### src/rtl/plb_pkg.sv
package plb_pkg;
  localparam int T1_LEN    = 193;
  localparam int E1_LEN    = 256;
  localparam int T1_FRAMES = 24;
  localparam int E1_FRAMES = 16;
  localparam int E1_OH     = 8;
  localparam int CNT_W     = $clog2(E1_LEN);
  localparam int FRM_W     = $clog2(T1_FRAMES);
  localparam int T1_CRC_W  = 6;
  localparam int E1_CRC_W  = 4;
  localparam logic [T1_CRC_W-1:0] T1_POLY = 6'b000011;
  localparam logic [E1_CRC_W-1:0] E1_POLY = 4'b0011;
  // bit k of the six-entry alignment sequence 0,0,1,0,1,1
  localparam logic [5:0] PAT_SIX = 6'b110100;
  // bit p = timeslot-0 position p of the E1 alignment word
  localparam logic [7:0] PAT_FAS = 8'b11011000;
endpackage

### src/rtl/plb_crc.sv
module plb_crc #(
  parameter int W = 6,
  parameter logic [W-1:0] POLY = '0
) (
  input  logic         clk,
  input  logic         rst_n,
  input  logic         en,
  input  logic         clr,
  input  logic         din,
  output logic [W-1:0] acc
);
  logic [W-1:0] acc_q, base, acc_d;
  logic         fb;

  always_comb begin
    base  = clr ? '0 : acc_q;
    fb    = din ^ base[W-1];
    acc_d = {base[W-2:0], 1'b0} ^ (fb ? POLY : '0);
  end

  always_ff @(posedge clk or negedge rst_n) begin
    if (!rst_n)  acc_q <= '0;
    else if (en) acc_q <= acc_d;
  end

  assign acc = acc_q;
endmodule

### src/rtl/plb_timing.sv
module plb_timing
  import plb_pkg::*;
#(
  parameter int CW = CNT_W,
  parameter int FW = FRM_W
) (
  input  logic          clk,
  input  logic          rst_n,
  input  logic          mode_e1,
  input  logic          lb_en,
  input  logic          rx_sync,
  output logic [CW-1:0] cur_pos,
  output logic [FW-1:0] cur_frm,
  output logic          fstart,
  output logic          lb_now,
  output logic          lb_act
);
  logic [CW-1:0] cnt_q, cnt_d, len_m1;
  logic [FW-1:0] frm_q, nf_m1;
  logic          realign;

  always_comb begin
    len_m1  = mode_e1 ? CW'(E1_LEN - 1) : CW'(T1_LEN - 1);
    nf_m1   = mode_e1 ? FW'(E1_FRAMES - 1) : FW'(T1_FRAMES - 1);
    realign = rx_sync && (lb_act || lb_en);
    cur_pos = realign ? '0 : cnt_q;
    fstart  = (cur_pos == '0);
    if (fstart) cur_frm = (frm_q >= nf_m1) ? '0 : frm_q + 1'b1;
    else        cur_frm = frm_q;
    if (lb_act) lb_now = fstart ? lb_en : 1'b1;
    else        lb_now = lb_en && rx_sync;
    cnt_d = (cur_pos >= len_m1) ? '0 : cur_pos + 1'b1;
  end

  always_ff @(posedge clk or negedge rst_n) begin
    if (!rst_n) begin
      cnt_q  <= '0;
      frm_q  <= '1;
      lb_act <= 1'b0;
    end else begin
      cnt_q  <= cnt_d;
      frm_q  <= cur_frm;
      lb_act <= lb_now;
    end
  end
endmodule

### src/rtl/plb_ovh.sv
module plb_ovh
  import plb_pkg::*;
#(
  parameter int CW = CNT_W,
  parameter int FW = FRM_W
) (
  input  logic                mode_e1,
  input  logic [CW-1:0]       pos,
  input  logic [FW-1:0]       frm,
  input  logic [T1_CRC_W-1:0] crc6,
  input  logic [E1_CRC_W-1:0] crc4,
  input  logic                fdl_bit,
  input  logic [4:0]          sa_bits,
  input  logic [1:0]          e_bits,
  output logic                is_ovh,
  output logic                ovh_bit,
  output logic                sub_en,
  output logic                sub_val
);
  logic [2:0] k6, p3;
  logic [1:0] k4;

  always_comb begin
    k6      = frm[4:2];
    k4      = frm[2:1];
    p3      = pos[2:0];
    ovh_bit = 1'b0;
    if (!mode_e1) begin
      is_ovh  = (pos == '0);
      sub_en  = is_ovh;
      sub_val = 1'b1;
      case (frm[1:0])
        2'b11:   ovh_bit = PAT_SIX[k6];
        2'b01:   ovh_bit = crc6[3'd5 - k6];
        default: ovh_bit = fdl_bit;
      endcase
    end else begin
      is_ovh  = (pos < CW'(E1_OH));
      sub_en  = (pos == '0) && !frm[0];
      sub_val = 1'b0;
      if (!frm[0]) begin
        ovh_bit = (p3 == 3'd0) ? crc4[2'd3 - k4] : PAT_FAS[p3];
      end else begin
        case (p3)
          3'd0: begin
            if (frm <= FW'(11))      ovh_bit = PAT_SIX[frm[3:1]];
            else if (frm == FW'(13)) ovh_bit = e_bits[0];
            else                     ovh_bit = e_bits[1];
          end
          3'd1:    ovh_bit = 1'b1;
          3'd2:    ovh_bit = 1'b0;
          default: ovh_bit = sa_bits[p3 - 3'd3];
        endcase
      end
    end
  end
endmodule

### src/rtl/plb_loop.sv
module plb_loop
  import plb_pkg::*;
(
  input  logic             clk,
  input  logic             rst_n,
  input  logic             mode_e1,
  input  logic             lb_en,
  input  logic             rx_bit,
  input  logic             rx_sync,
  input  logic             tx_ser_in,
  input  logic             fdl_bit,
  input  logic [4:0]       sa_bits,
  input  logic [1:0]       e_bits,
  output logic             tx_bit,
  output logic             tx_sync,
  output logic [FRM_W-1:0] mf_pos
);
  logic [CNT_W-1:0]    cur_pos;
  logic [FRM_W-1:0]    cur_frm;
  logic                fstart, lb_now, lb_act;
  logic                is_ovh, ovh_bit, sub_en, sub_val;
  logic                out_bit, feed, blk;
  logic [T1_CRC_W-1:0] acc6, hold6_q, use6;
  logic [E1_CRC_W-1:0] acc4, hold4_q, use4;
  logic                tx_bit_q, tx_sync_q;
  logic [FRM_W-1:0]    mf_q;

  plb_timing #(.CW(CNT_W), .FW(FRM_W)) u_tim (
    .clk(clk), .rst_n(rst_n), .mode_e1(mode_e1), .lb_en(lb_en),
    .rx_sync(rx_sync), .cur_pos(cur_pos), .cur_frm(cur_frm),
    .fstart(fstart), .lb_now(lb_now), .lb_act(lb_act)
  );

  always_comb begin
    blk  = fstart && (mode_e1 ? (cur_frm[2:0] == 3'd0) : (cur_frm == '0));
    use6 = blk ? acc6 : hold6_q;
    use4 = blk ? acc4 : hold4_q;
  end

  plb_ovh #(.CW(CNT_W), .FW(FRM_W)) u_ovh (
    .mode_e1(mode_e1), .pos(cur_pos), .frm(cur_frm), .crc6(use6), .crc4(use4),
    .fdl_bit(fdl_bit), .sa_bits(sa_bits), .e_bits(e_bits),
    .is_ovh(is_ovh), .ovh_bit(ovh_bit), .sub_en(sub_en), .sub_val(sub_val)
  );

  always_comb begin
    out_bit = is_ovh ? ovh_bit : (lb_now ? rx_bit : tx_ser_in);
    feed    = sub_en ? sub_val : out_bit;
  end

  plb_crc #(.W(T1_CRC_W), .POLY(T1_POLY)) u_crc6 (
    .clk(clk), .rst_n(rst_n), .en(!mode_e1), .clr(blk), .din(feed), .acc(acc6)
  );

  plb_crc #(.W(E1_CRC_W), .POLY(E1_POLY)) u_crc4 (
    .clk(clk), .rst_n(rst_n), .en(mode_e1), .clr(blk), .din(feed), .acc(acc4)
  );

  always_ff @(posedge clk or negedge rst_n) begin
    if (!rst_n) begin
      hold6_q <= '0;
      hold4_q <= '0;
    end else if (blk) begin
      hold6_q <= use6;
      hold4_q <= use4;
    end
  end

  always_ff @(posedge clk or negedge rst_n) begin
    if (!rst_n) begin
      tx_bit_q  <= 1'b0;
      tx_sync_q <= 1'b0;
      mf_q      <= '0;
    end else begin
      tx_bit_q  <= out_bit;
      tx_sync_q <= fstart;
      mf_q      <= cur_frm;
    end
  end

  assign tx_bit  = tx_bit_q;
  assign tx_sync = tx_sync_q;
  assign mf_pos  = mf_q;
endmodule

### config.mk
export PLATFORM = sky130hd
export DESIGN_NAME = plb_loop
export DESIGN_NICKNAME = d
export VERILOG_FILES = /design/src/rtl/plb_pkg.sv /design/src/rtl/plb_crc.sv /design/src/rtl/plb_timing.sv /design/src/rtl/plb_ovh.sv /design/src/rtl/plb_loop.sv
export SDC_FILE = /design/constraint.sdc
export NUM_CORES = 1
export LEC_CHECK = 0
export CORE_MARGIN = 5
export CORE_UTILIZATION = 55
export DETAILED_ROUTE_END_ITERATION = 7
export MAX_ROUTING_LAYER = met4
export PLACE_DENSITY = 0.81
export SLEW_MARGIN = 25
export SYNTH_ARGS = -nofsm -noshare
export SYNTH_HDL_FRONTEND = slang
export SYNTH_SLANG_ARGS = --single-unit
### constraint.sdc
create_clock -name clk -period 6.6 [get_ports clk]
set_input_delay 1.65 -clock clk [delete_from_list [all_inputs] [get_ports clk]]
set_output_delay 1.65 -clock clk [all_outputs]
set_load 0.05 [all_outputs]
==> results.json <==
{
  "status": "finished clean",
  "hold_viol": 0,
  "die_height_um": 82.5,
  "yosys.cell_types.count": 72,
  "async_flop_share_pct": 100,
  "crit_chain": "clkdlybuf4s50_1 > o21ai_2 > nand2_1 > ha_1 > nor4b_2 > a21oi_4 > inv_4 > and2_1 > nor2_1 > ha_1 > o31ai_1 > o21ai_1 > o311ai_1 > nor2_1 > o21ai_2 > o2111ai_1 > a31oi_1",
  "setup_viol": 0,
  "drv_slew": 0,
  "ant_nets": 0,
  "cts_tree": "yes",
  "grt_pass1_vias": 2485,
  "stdcell_count": 408,
  "drt_iter0_drc": 250,
  "synth_top_area_share_pct": 31.1,
  "synth_fp_nets": 348,
  "whs_ns": 0.496,
  "core_area_um2": 5110,
  "hold_start": "hold6_q[0]$_DFFE_PN0P_",
  "dieArea_um2": 6810,
  "final.setup.tns_ns": 0,
  "io_pins": 22,
  "insertion_delay_ns": 0.30,
  "cp-end-kind": "flop",
  "initial_core_util_pct": 56.6,
  "synth-edff-count": 0,
  "critPathMaxStageDelay_ns": 0.61,
  "grt_max_degree": 42,
  "crit_type": "input port to flop",
  "synth_ff_type": "dfrtp_1",
  "cp_max_fo": 18,
  "cts-resized-gates": 0,
  "overflow": 0,
  "min-delay-path-class": "flop to flop",
  "via_count": 2572,
  "p_per_area_nw_per_um2": 532,
  "r2r_slack_ns": 2.65,
  "drive_gt1_share_pct": 11.2,
  "tightest_slew_ns": 0.938,
  "whs_endpoint": "hold6_q[0]$_DFFE_PN0P_",
  "num_antenna_cells": 0,
  "ys_ff_latch": 41,
  "finalCritPeriodShare_pct": 83.1,
  "cts.htree.levels": 2,
  "cts_hold_buf": 0,
  "cts_setup_buffers": 0,
  "totalWireLength_um": 7100,
  "num_rows": 26,
  "clock.fmax_mhz": 182,
  "crit_family": "compound AO/OA/AOI/OAI gates",
  "io_buffers": 21,
  "numClockSinks": 41,
  "cp_num_buf_inv": 2,
  "finClkSkew_ns": 0.00811,
  "syn_inst": 319,
  "critical_path_arrival_ns": 5.70,
  "rr_endpoint": "u_crc4.acc[1]$_DFFE_PN0P_",
  "cp-start-kind": "input port",
  "irDropWorstVdd_mv": 0.245,
  "dp.cells": 400,
  "antenna_found_initial": 0,
  "rsz0062_at_grt": "no",
  "viasPerCell": 6.30,
  "holdPathStages": 2,
  "yosys_warnings": 0,
  "ctsLongestPathBuffers": 2,
  "required_ns": 6.82,
  "synth_top_cell_by_area": "dfrtp_1",
  "drt-wirelength-per-cell_um": 17.4,
  "drcViolationCount": 0,
  "most-common-layout-cells": "41 x nand2_1, 36 x dfrtp_1, 20 x clkdlybuf4s50_1, 19 x nor2_1, 18 x inv_1",
  "syn-mean-instance-area_um2": 9.07,
  "routabilityCongestion": 0.950,
  "fin_nets": 366,
  "fin_util_pct": 64.0,
  "worstRegToRegCells": 16,
  "relSlewSlack_pct": 37.4,
  "drv_cap": 0,
  "dr.pass1.iters": 5,
  "numCtsBuffers": 5,
  "dpl.hpwl_um": 5240,
  "r2r-start": "u_tim.lb_act$_DFF_PN0_",
  "grt_usage_pct": 23.3,
  "p_leak_nw": 1.45,
  "cts_root_buffer": "clkbuf_8",
  "clkTransAtPathRegs_ns": 0.08,
  "syn_to_final_growth_pct": 12.9,
  "die_w_um": 82.5,
  "grt_pass1_wl_um": 11800,
  "final_common_cell": "nand2_1",
  "synth_area_leaders": "dfrtp_1 31%, ha_1 6.1%, nand2_1 5.3%",
  "fillers": 432,
  "yosysSeqAreaShare_pct": 35.7,
  "slowest_stage": "clkdlybuf4s50_1",
  "syn_area_um2": 2890,
  "fin_crit_ns": 5.48
}
==> registers in the layout, indices dropped and copies added, names as in the netlist <==
name          count
hold4_q           4
tx_bit            1
u_tim.cnt_q       8
mf_pos            5
u_crc6.acc        6
tx_sync           1
u_crc4.acc        4
u_tim.frm_q       5
hold6_q           6
u_tim.lb_act      1
==> worst reg2reg max path, stage by stage, from the launching register on <==
cell and delay, ns:
dfrtp_1 0.44, o21ai_2 0.14, nand2_1 0.18, ha_1 0.29
nor4b_2 0.40, a21oi_4 0.16, inv_4 0.21, and2_1 0.40
nor2_1 0.14, ha_1 0.23, o31ai_1 0.07, o21ai_1 0.14
o311ai_1 0.39, nor2_1 0.10, o21ai_2 0.25, o2111ai_1 0.15
a31oi_1 0.20
==> power breakdown <==
| part | switching, mW | internal (mW) |
|---|---|---|
| registers | 0.117 | 0.371 |
| clock network | 0.0925 | 0.152 |
| logic | 0.628 | 0.378 |
==> stage by stage <==
step / area (µm²) / worst slack (ns) / power [mW]
after floorplan: 2890 / 1.99 / 1.24
after global placement: 3130 / 1.06 / 1.44
after detailed placement: 3130 / 0.925 / 1.46
after CTS: 3270 / 1.22 / 1.72
after global routing: 3270 / 0.773 / 1.86
final: 3270 / 1.12 / 1.74
==> worst max path at each step <==
| stage | start | to | slack (ns) | depth (start not counted) |
|---|---|---|---|---|
| floorplan | mode_e1 | u_crc6.acc[0]$_DFFE_PN0N_ | 1.99 | 15 |
| global placement | lb_en | u_crc6.acc[0]$_DFFE_PN0N_ | 1.06 | 16 |
| detailed placement | lb_en | u_crc4.acc[1]$_DFFE_PN0P_ | 0.93 | 17 |
| CTS | lb_en | u_crc4.acc[1]$_DFFE_PN0P_ | 1.22 | 17 |
| global route | lb_en | u_crc4.acc[1]$_DFFE_PN0P_ | 0.77 | 17 |
| finish | lb_en | u_crc4.acc[1]$_DFFE_PN0P_ | 1.12 | 17 |
==> routing by layer <==
layer	routed length (µm)	track usage [%]	up-vias
li1	-	-	1221
met1	3090	30.7	1200
met2	3330	35.7	120
met3	449	2.93	31
met4	233	11.1	0
met5	0	-	-
==> cell families after synthesis <==
kind of cell    Yosys count  share of synthesized area, %
simple gates            119                          21.2
flops                    41                          35.7
compound gates           94                          25.0
mux                       8                          3.72
xor+xnor                 11                          3.33
buf+inv                  32                          5.02
fa+ha+maj                14                          6.06
==> area by class of cell <==
type | count | area, µm² | share of cell area, %
sequential | 41 | 1030 | 31.6
inverter | 21 | 81.3 | 2.49
timing repair buffer | 22 | 213 | 6.51
clock buffer | 5 | 68.8 | 2.11
tap | 70 | 87.6 | 2.68
multi-input combinational | 246 | 1720 | 52.5
clock inverter | 3 | 68.8 | 2.11
==> Yosys cell counts, drive strengths merged (5+ instances only) <==
cell / number
inv: 21
nor3: 5
a31oi: 8
dfrtp: 36
and2: 9
nor2: 19
nor2b: 5
nand4: 7
buf: 7
a22oi: 7
a211oi: 5
nand2: 42
nand3: 13
o211ai: 8
ha: 14
dfstp: 5
xnor2: 7
o21ai: 21
and3: 6
a21oi: 10
No activity file was read; power rests on OpenSTA's default activity.
